`src/rtl/pingpong_dma_pkg.sv`:
```
package pingpong_dma_pkg;
   // register indices (buffer sets at 2*n and 2*n+1)
   localparam int REG_CTRL = 4;
   localparam int REG_STAT = 5;
   // control fields
   localparam int CTRL_EN  = 7;
   localparam int CTRL_CLR = 6;
   localparam int CTRL_DIR = 5;
   localparam int SIZE_W   = 5;
   // limit register flags
   localparam int LIM_STOP = 31;
   localparam int LIM_LAST = 30;

   typedef enum logic [1:0] {
      XF_IDLE = 2'd0,
      XF_DEV  = 2'd1,
      XF_MEM  = 2'd2
   } xfer_state_e;
endpackage

```
`src/rtl/pingpong_dma_bufset.sv`:
```
module pingpong_dma_bufset #(
   parameter int AW        = 32,
   parameter int PAGE_BITS = 12,
   parameter int STEP      = 2
) (
   input  logic                 clk,
   input  logic                 rst_n,
   input  logic                 clr,
   input  logic                 wr_cur,
   input  logic                 wr_lim,
   input  logic [AW-1:0]        cur_in,
   input  logic [PAGE_BITS-1:0] off_in,
   input  logic                 stop_in,
   input  logic                 last_in,
   input  logic                 adv,
   input  logic                 kill,
   output logic [AW-1:0]        cur,
   output logic [31:0]          lim_word,
   output logic                 valid,
   output logic                 final_unit,
   output logic                 stop_flag,
   output logic                 terminal
);
   localparam logic [PAGE_BITS-1:0] STEP_V = PAGE_BITS'(STEP);

   logic [AW-1:0]        cur_q;
   logic [PAGE_BITS-1:0] off_q;
   logic                 stop_q, last_q, valid_q;

   always_ff @(posedge clk) begin
      if (!rst_n) begin
         cur_q   <= '0;
         off_q   <= '0;
         stop_q  <= 1'b0;
         last_q  <= 1'b0;
         valid_q <= 1'b0;
      end else begin
         if (wr_cur)
            cur_q <= cur_in;
         else if (adv)
            cur_q <= {cur_q[AW-1:PAGE_BITS], cur_q[PAGE_BITS-1:0] + STEP_V};
         if (wr_lim) begin
            off_q  <= off_in;
            stop_q <= stop_in;
            last_q <= last_in;
         end
         if (clr)
            valid_q <= 1'b0;
         else if (wr_lim)
            valid_q <= 1'b1;
         else if (kill || (adv && final_unit))
            valid_q <= 1'b0;
      end
   end

   assign cur        = cur_q;
   assign valid      = valid_q;
   assign stop_flag  = stop_q;
   assign final_unit = (cur_q[PAGE_BITS-1:0] >= off_q);
   assign terminal   = stop_q && last_q && (cur_q == '0);
   assign lim_word   = {stop_q, last_q, {(30-PAGE_BITS){1'b0}}, off_q};
endmodule

```
`src/rtl/pingpong_dma_xfer.sv`:
```
module pingpong_dma_xfer
   import pingpong_dma_pkg::*;
#(
   parameter int AW = 32,
   parameter int DW = 16
) (
   input  logic          clk,
   input  logic          rst_n,
   input  logic          clr,
   input  logic          start,
   input  logic          dir,
   input  logic [AW-1:0] addr,
   input  logic [DW-1:0] dev_rdata,
   input  logic [DW-1:0] mem_rdata,
   input  logic          mem_gnt,
   output logic          idle,
   output logic          unit_done,
   output logic          dev_ack,
   output logic [DW-1:0] dev_wdata,
   output logic          mem_req,
   output logic          mem_we,
   output logic [AW-1:0] mem_addr,
   output logic [DW-1:0] mem_wdata
);
   xfer_state_e   state_q;
   logic          dir_q;
   logic [DW-1:0] data_q;

   always_ff @(posedge clk) begin
      if (!rst_n) begin
         state_q <= XF_IDLE;
         dir_q   <= 1'b0;
         data_q  <= '0;
      end else if (clr) begin
         state_q <= XF_IDLE;
      end else begin
         case (state_q)
            XF_IDLE: if (start) begin
               dir_q   <= dir;
               state_q <= dir ? XF_DEV : XF_MEM;
            end
            XF_DEV: if (dir_q) begin
               data_q  <= dev_rdata;
               state_q <= XF_MEM;
            end else begin
               state_q <= XF_IDLE;
            end
            XF_MEM: if (mem_gnt) begin
               if (!dir_q) begin
                  data_q  <= mem_rdata;
                  state_q <= XF_DEV;
               end else begin
                  state_q <= XF_IDLE;
               end
            end
            default: state_q <= XF_IDLE;
         endcase
      end
   end

   assign idle      = (state_q == XF_IDLE);
   assign dev_ack   = (state_q == XF_DEV);
   assign mem_req   = (state_q == XF_MEM);
   assign mem_we    = dir_q;
   assign mem_addr  = addr;
   assign mem_wdata = data_q;
   assign dev_wdata = data_q;
   assign unit_done = ((state_q == XF_DEV) && !dir_q) ||
                      ((state_q == XF_MEM) && mem_gnt && dir_q);
endmodule

```
`src/rtl/pingpong_dma.sv`:
```
module pingpong_dma
   import pingpong_dma_pkg::*;
#(
   parameter int AW        = 32,
   parameter int DW        = 16,
   parameter int PAGE_BITS = 12
) (
   input  logic          clk,
   input  logic          rst_n,
   input  logic          reg_we,
   input  logic [2:0]    reg_addr,
   input  logic [31:0]   reg_wdata,
   output logic [31:0]   reg_rdata,
   output logic          irq,
   input  logic          dev_req,
   output logic          dev_ack,
   input  logic [DW-1:0] dev_rdata,
   output logic [DW-1:0] dev_wdata,
   output logic          mem_req,
   output logic          mem_we,
   output logic [AW-1:0] mem_addr,
   output logic [DW-1:0] mem_wdata,
   input  logic [DW-1:0] mem_rdata,
   input  logic          mem_gnt
);
   localparam int UNIT_BYTES = DW / 8;
   localparam int NBUF       = 2;

   initial begin : param_check
      assert (DW == 8 || DW == 16 || DW == 32)
         else $error("pingpong_dma: DW must be 8, 16 or 32");
      assert (AW > PAGE_BITS && AW <= 32)
         else $error("pingpong_dma: AW must exceed PAGE_BITS and fit 32 bits");
      assert (PAGE_BITS >= 4 && PAGE_BITS <= 30)
         else $error("pingpong_dma: PAGE_BITS out of range");
   end

   logic              en_q, dir_q, act_q, done_q;
   logic [SIZE_W-1:0] size_q;
   logic              ctrl_wr, clr;
   logic              xf_idle, unit_done, start, term_hit;

   logic [AW-1:0]     cur_w [NBUF];
   logic [31:0]       lim_w [NBUF];
   logic [NBUF-1:0]   buf_valid, buf_final, buf_stop, buf_term;

   assign ctrl_wr = reg_we && (reg_addr == 3'(REG_CTRL));
   assign clr     = ctrl_wr && reg_wdata[CTRL_CLR];

   for (genvar g = 0; g < NBUF; g++) begin : g_buf
      pingpong_dma_bufset #(
         .AW(AW), .PAGE_BITS(PAGE_BITS), .STEP(UNIT_BYTES)
      ) i_bufset (
         .clk        (clk),
         .rst_n      (rst_n),
         .clr        (clr),
         .wr_cur     (reg_we && (reg_addr == 3'(2*g))),
         .wr_lim     (reg_we && (reg_addr == 3'(2*g+1))),
         .cur_in     (reg_wdata[AW-1:0]),
         .off_in     (reg_wdata[PAGE_BITS-1:0]),
         .stop_in    (reg_wdata[LIM_STOP]),
         .last_in    (reg_wdata[LIM_LAST]),
         .adv        (unit_done && (act_q == 1'(g))),
         .kill       (term_hit && (act_q == 1'(g))),
         .cur        (cur_w[g]),
         .lim_word   (lim_w[g]),
         .valid      (buf_valid[g]),
         .final_unit (buf_final[g]),
         .stop_flag  (buf_stop[g]),
         .terminal   (buf_term[g])
      );
   end

   logic run_ok;
   assign run_ok   = xf_idle && en_q && !done_q && buf_valid[act_q];
   assign start    = run_ok && !buf_term[act_q] && dev_req;
   assign term_hit = run_ok && buf_term[act_q];

   pingpong_dma_xfer #(.AW(AW), .DW(DW)) i_xfer (
      .clk       (clk),
      .rst_n     (rst_n),
      .clr       (clr),
      .start     (start),
      .dir       (dir_q),
      .addr      (cur_w[act_q]),
      .dev_rdata (dev_rdata),
      .mem_rdata (mem_rdata),
      .mem_gnt   (mem_gnt),
      .idle      (xf_idle),
      .unit_done (unit_done),
      .dev_ack   (dev_ack),
      .dev_wdata (dev_wdata),
      .mem_req   (mem_req),
      .mem_we    (mem_we),
      .mem_addr  (mem_addr),
      .mem_wdata (mem_wdata)
   );

   always_ff @(posedge clk) begin
      if (!rst_n) begin
         en_q   <= 1'b0;
         dir_q  <= 1'b0;
         size_q <= '0;
         act_q  <= 1'b0;
         done_q <= 1'b0;
      end else begin
         if (ctrl_wr) begin
            en_q   <= reg_wdata[CTRL_EN];
            dir_q  <= reg_wdata[CTRL_DIR];
            size_q <= reg_wdata[SIZE_W-1:0];
         end
         if (clr) begin
            act_q  <= 1'b0;
            done_q <= 1'b0;
         end else begin
            if (unit_done && buf_final[act_q]) begin
               act_q <= ~act_q;
               if (buf_stop[act_q]) done_q <= 1'b1;
            end
            if (term_hit) done_q <= 1'b1;
         end
      end
   end

   logic ofl;
   assign ofl = (buf_valid == '0);
   assign irq = en_q && !done_q && !(&buf_valid);

   always_comb begin
      case (reg_addr)
         3'd0:    reg_rdata = 32'(cur_w[0]);
         3'd1:    reg_rdata = lim_w[0];
         3'd2:    reg_rdata = 32'(cur_w[1]);
         3'd3:    reg_rdata = lim_w[1];
         3'd4:    reg_rdata = {24'd0, en_q, 1'b0, dir_q, size_q};
         3'd5:    reg_rdata = {29'd0, ofl, irq, act_q};
         default: reg_rdata = 32'd0;
      endcase
   end
endmodule

```
`config.mk`:
```
export PLATFORM = sky130hd
export DESIGN_NAME = pingpong_dma
export DESIGN_NICKNAME = d
export VERILOG_FILES = /design/src/rtl/pingpong_dma_pkg.sv /design/src/rtl/pingpong_dma_bufset.sv /design/src/rtl/pingpong_dma_xfer.sv /design/src/rtl/pingpong_dma.sv
export SDC_FILE = /design/constraint.sdc
export NUM_CORES = 1
export LEC_CHECK = 0
export CORE_MARGIN = 2
export CORE_UTILIZATION = 40
export CTS_CLUSTER_DIAMETER = 80
export DETAILED_ROUTE_END_ITERATION = 7
export GPL_ROUTABILITY_DRIVEN = 0
export PLACE_DENSITY = 0.67
export SYNTH_ARGS = -nofsm -noshare
export SYNTH_HDL_FRONTEND = slang
export SYNTH_SLANG_ARGS = --single-unit
```
`constraint.sdc`:
```
create_clock -name clk -period 5.75 [get_ports clk]
set_input_delay 0.575 -clock clk [delete_from_list [all_inputs] [get_ports clk]]
set_output_delay 0.575 -clock clk [all_outputs]
set_load 0.05 [all_outputs]
```
# Word level (Yosys, flattened, before mapping)

Cells that the tools add are included.

Bits in registers: 122
Input bits: 72
Output and inout port bits: 100
Word-level logic and storage cells: 127

Add/sub/neg operators: 2
$lt $le $gt $ge: 4
Equality and inequality tests: 11
Mux-type cells: 33
Bitwise operators: 4
Reductions and logical operators: 53

Operator list:

| kind                                          | number |
|---|---|
| one-hot mux 32 bit (6 select lines)           | 1 |
| 2-to-1 mux 32 bit                             | 5 |
| zero test 32 bit                              | 2 |
| 2-to-1 mux 16 bit                             | 3 |
| one-hot mux 16 bit (2 select lines)           | 1 |
| logical AND 1 bit                             | 28 |
| adder 12 x 2 -> 12 bit, second input constant | 2 |
| greater-or-equal comparator 12 bit            | 2 |
| 2-to-1 mux 12 bit                             | 2 |
| 2-to-1 mux 1 bit                              | 16 |
| nonzero test 2 bit                            | 7 |
| 2-to-1 mux 2 bit                              | 4 |
| == test 3 x 2 -> 1 bit, second input constant | 2 |
| == test 3 bit, second input constant          | 2 |
| != test 2 x 1 -> 1 bit, second input constant | 3 |
| one-hot mux 2 bit (3 select lines)            | 1 |
| AND reduction 2 bit                           | 3 |
| AND reduction 5 bit                           | 1 |
| zero test 1 bit                               | 4 |
| zero test 2 bit                               | 2 |
| == test 3 x 1 -> 1 bit, second input constant | 1 |
| zero test 3 bit                               | 1 |
| logical OR 1 bit                              | 3 |
| inverter 1 bit                                | 3 |
| other kinds (8)                               | 8 |

# Depth between registers and ports, before layout

Word-level depth: 9
Depth in mapped cells: 9

# Modules after synthesis

Synthesis repeated with hierarchy kept, for this count alone.

Cells, all modules: 886
Area, all modules: 8450.6 µm²

Modules (own cells, without submodules):

| module              | instances | cells an instance | area an instance (µm²) | seq. area each (µm²) |
|---|---|---|---|---|
| pingpong_dma_bufset | 2         | 260               | 2488.6                 | 940.9 |
| pingpong_dma        | 1         | 197               | 1990.7                 | 180.2 |
| pingpong_dma_xfer   | 1         | 169               | 1482.7                 | 380.4 |

# Worst setup path after synthesis

No wires, ideal clock.

Path kind: in2out
Start: input port reg_addr[1]
End: output port reg_rdata[0]
Data arrival time: 2.437 ns
Data required time: 5.175 ns
Slack: 2.738 ns
Stages on the path: 4
Buffers on the path: 2
Cell sequence: buf_1 buf_1 mux2i_1 o21ai_0

Word-level cells in the longest chain between the ends: 2
Elaborated cells on any way between the ends: 7
Classes of those cells: 5 x eq/ne; 1 x mux; 1 x reduce/logical

Ends and longest elaborated chain:

| element                                     | RTL line            | text |
|---|---|---|
| from (decl)                                 | pingpong_dma.sv:11  | `input logic [2:0] reg_addr,` |
| == test 3 bit, or another cell as far along | pingpong_dma.sv:130 | `case (reg_addr)` |
| one-hot mux 32 bit (6 select lines) (*)     | pingpong_dma.sv:130 |  |
| to (decl)                                   | pingpong_dma.sv:13  | `output logic [31:0] reg_rdata,` |

Every way passes the cells marked *; elsewhere a longest branch is shown, timed or not.

# Worst setup path after layout

Start: input port reg_addr[0]
End: output port reg_rdata[16]

The elaborated chain is that of the path after synthesis.

==> results.json <==
{
  "routed_via_density": 5.46,
  "root_buffer": "clkbuf_16",
  "setup_viol": 0,
  "dr_wl_met3_um": 1340,
  "area_delta_synth_final_pct": 32.9,
  "yosysUniqueCellTypes": 61,
  "track_usage": 0.241,
  "dpl.hpwl_um": 16500,
  "die-width_um": 138,
  "whs_path_depth": 2,
  "htree_levels": 4,
  "slowest_delay_ns": 0.84,
  "vias": 6622,
  "avgSynthCellArea_um2": 8.48,
  "synth_edf_count": 0,
  "start_util": 0.412,
  "antenna_found_initial": 0,
  "fin_crit_sh": 0.705,
  "synthTopCellsByArea": "dfxtp_1 34%, nand2_1 10%, a21boi_0 7.2%, mux2i_1 5.3%, ha_1 5.2%",
  "antennaDiodeCount": 0,
  "finalClockSkew_ns": 0.00550,
  "finalHoldViolations": 0,
  "r2r_end": "g_buf[1].i_bufset.cur[11]$_SDFFE_PN0P_",
  "ctsHoldBuffers": 0,
  "drt_iter0_drc": 364,
  "critPathSlowestCell": "nor3b_2",
  "cp-end-kind": "primary output",
  "ctsResizeCount": 0,
  "slew_violations": 0,
  "finalNonFillerCells": 1213,
  "cts_buffers": 17,
  "setup.worst_path.start_class": "primary input",
  "setup_ws_ns": 1.70,
  "layout.nets": 1077,
  "p_per_area_nw_per_um2": 298,
  "drive_gt1_frac": 0.0941,
  "synth-seq-cells": 122,
  "grt_pass1_vias": 6149,
  "rsz0062_at_grt": "false",
  "insertion_delay_ns": 0.42,
  "cp_common_cell": "clkdlybuf4s50_1",
  "die_y_um": 138,
  "drcViolationCount": 0,
  "syn_inst": 847,
  "tns_ns": 0,
  "postPlaceCellArea_um2": 8920,
  "core_um2": 17400,
  "hold_end": "g_buf[1].i_bufset.off_q[11]$_SDFFE_PN0P_",
  "async_flop_share": 0,
  "netlist.area_leader.share": 0.340,
  "seq_area_frac_synth": 0.340,
  "wl_um": 22900,
  "cts.clk_slew.worst_paths_ns": 0.06,
  "postCtsSetupRepairBufs": 0,
  "status": "completed",
  "dieArea_um2": 19000,
  "grt_pass1_wl_um": 34700,
  "firstDrtPassIters": 4,
  "min_period_ns": 4.05,
  "critical_path_arrival_ns": 3.48,
  "leakage_nw": 3.71,
  "worstSetupStartpoint": "reg_addr[0]",
  "hold_start": "g_buf[1].i_bufset.off_q[11]$_SDFFE_PN0P_",
  "worst-r2r-setup-slack_ns": 2.38,
  "rows": 48,
  "grt_max_degree": 45,
  "hold_class": "register to register",
  "cts_buffer_depth": 2,
  "synth_area_um2": 7180,
  "timing.reg2reg.worst_path_depth": 8,
  "design_area_um2": 9540,
  "fin_hold_ws_ns": 0.479,
  "synth-main-ff-cell": "dfxtp_1",
  "tightest_slew_ns": 1.17,
  "fmax_mhz": 247,
  "yosysTopAreaCell": "dfxtp_1",
  "port_buffers": 171,
  "ios": 172,
  "path_cells": "clkdlybuf4s50_1, nor3b_2, buf_4, a22o_1, clkdlybuf4s50_1",
  "yosysWarnings": 0,
  "synth_fp_nets": 949,
  "drv_cap": 0,
  "critPathRequiredTime_ns": 5.18,
  "critPathKind": "primary input to primary output",
  "postRouteAntennaNets": 0,
  "reg2reg_from": "i_xfer.state_q[0]$_SDFFE_PP0P_",
  "wire_per_inst_um": 18.9,
  "wl_met1_um": 10000,
  "dp.cells": 1181,
  "peakVddDrop_mv": 0.182,
  "worstPathMaxFanout": 14,
  "wl_met2_um": 11200,
  "overflow": 0,
  "routed.top_layer": "met4",
  "clkSinkCount": 122,
  "place_ws_ns": 1.74,
  "slew-limit-headroom": 0.220,
  "tritoncts": "done"
}
[sequential cells by signal, indices dropped and copies added (netlist names)]
name and flops:
g_buf.i_bufset.valid 2, act_q 1, i_xfer.mem_we 1, g_buf.i_bufset.last_q 2, dir_q 1, en_q 1
i_xfer.state_q 2, done_q 1, size_q 5, g_buf.i_bufset.stop_flag 2, g_buf.i_bufset.cur 64, i_xfer.dev_wdata 16
g_buf.i_bufset.off_q 24
[critical path: cells and delay by family]
family	cells	cell delay (ns)
buffers and inverters	3	1.91
AND/OR/NAND/NOR	1	0.84
AO/OA/AOI/OAI	1	0.14
[power by group]
group	total [mW]	internal, mW	switching (mW)
sequential	0.955	0.898	0.0569
clock	1.14	0.727	0.417
combinational	0.746	0.284	0.462
total	2.85	1.91	0.936
[cell families after synthesis]
group	synth area share
simple gates	0.192
compound gates	0.198
flops	0.340
fa+ha+maj	0.0523
buf+inv	0.0678
xor+xnor	0.0244
mux	0.125
[cells in the final DEF (no fill, tap or decap), types with 7 or more instances in the layout]
cell	Yosys	layout
xor2_1	12	12
clkdlybuf4s50_1	0	170
nor4_1	13	13
xnor2_1	8	8
nor2b_1	17	17
ha_1	30	30
mux4_2	7	7
mux2i_1	38	38
nor2_1	21	21
clkbuf_16	0	17
inv_1	35	35
mux2_2	32	32
o211a_1	28	28
nand4_1	14	14
dfxtp_1	122	121
nand3_1	7	7
buf_4	16	11
nand2_1	191	191
a21boi_0	69	69
a21oi_1	25	25
o21ai_0	13	13
a22o_1	17	17
[worst max-delay path by stage]
stage	slack, ns	to	depth (start not counted)
2_1_floorplan	2.74	reg_rdata[0]	4
3_3_place_gp	1.77	reg_rdata[14]	5
3_5_place_dp	1.74	reg_rdata[16]	5
4_1_cts	1.73	reg_rdata[16]	5
5_1_grt	1.60	reg_rdata[13]	5
6_report	1.70	reg_rdata[16]	5
[cells in the mapped netlist (all sizes together), types with 7 or more instances]
| cell type | n |
|---|---|
| nor2b | 17 |
| nand4 | 14 |
| a21boi | 71 |
| xor2 | 12 |
| mux2i | 38 |
| buf | 25 |
| inv | 35 |
| o21ai | 13 |
| xnor2 | 8 |
| nor4 | 13 |
| nand3 | 7 |
| dfxtp | 122 |
| ha | 30 |
| mux2 | 32 |
| nor2 | 21 |
| clkbuf | 48 |
| nand2 | 191 |
| a22o | 18 |
| a21oi | 26 |
| mux4 | 7 |
| o211a | 28 |
[through the flow]
stage	power [mW]	utilization
finish	2.85	0.548
detailed placement	1.72	0.512
global route	2.95	0.548
global placement	1.71	0.512
floorplan	1.50	-
CTS	2.86	0.548
[area by class of cell]
cell class	count	area, µm²
fillers	1625	7870
flip-flops and latches	122	2440
well taps	225	282
inverters	35	131
clock buffers	18	429
repair buffers	182	1790
multi-input cells	617	4270
clock inverters	14	195
[layer usage]
layer / global-route usage / vias to the layer above
li1: - / 3216
met1: 0.312 / 3179
met2: 0.396 / 196
met3: 0.0574 / 31
met4: 0.0782 / 0
met5: 0 / -
No activity file was read; power rests on OpenSTA's default activity.
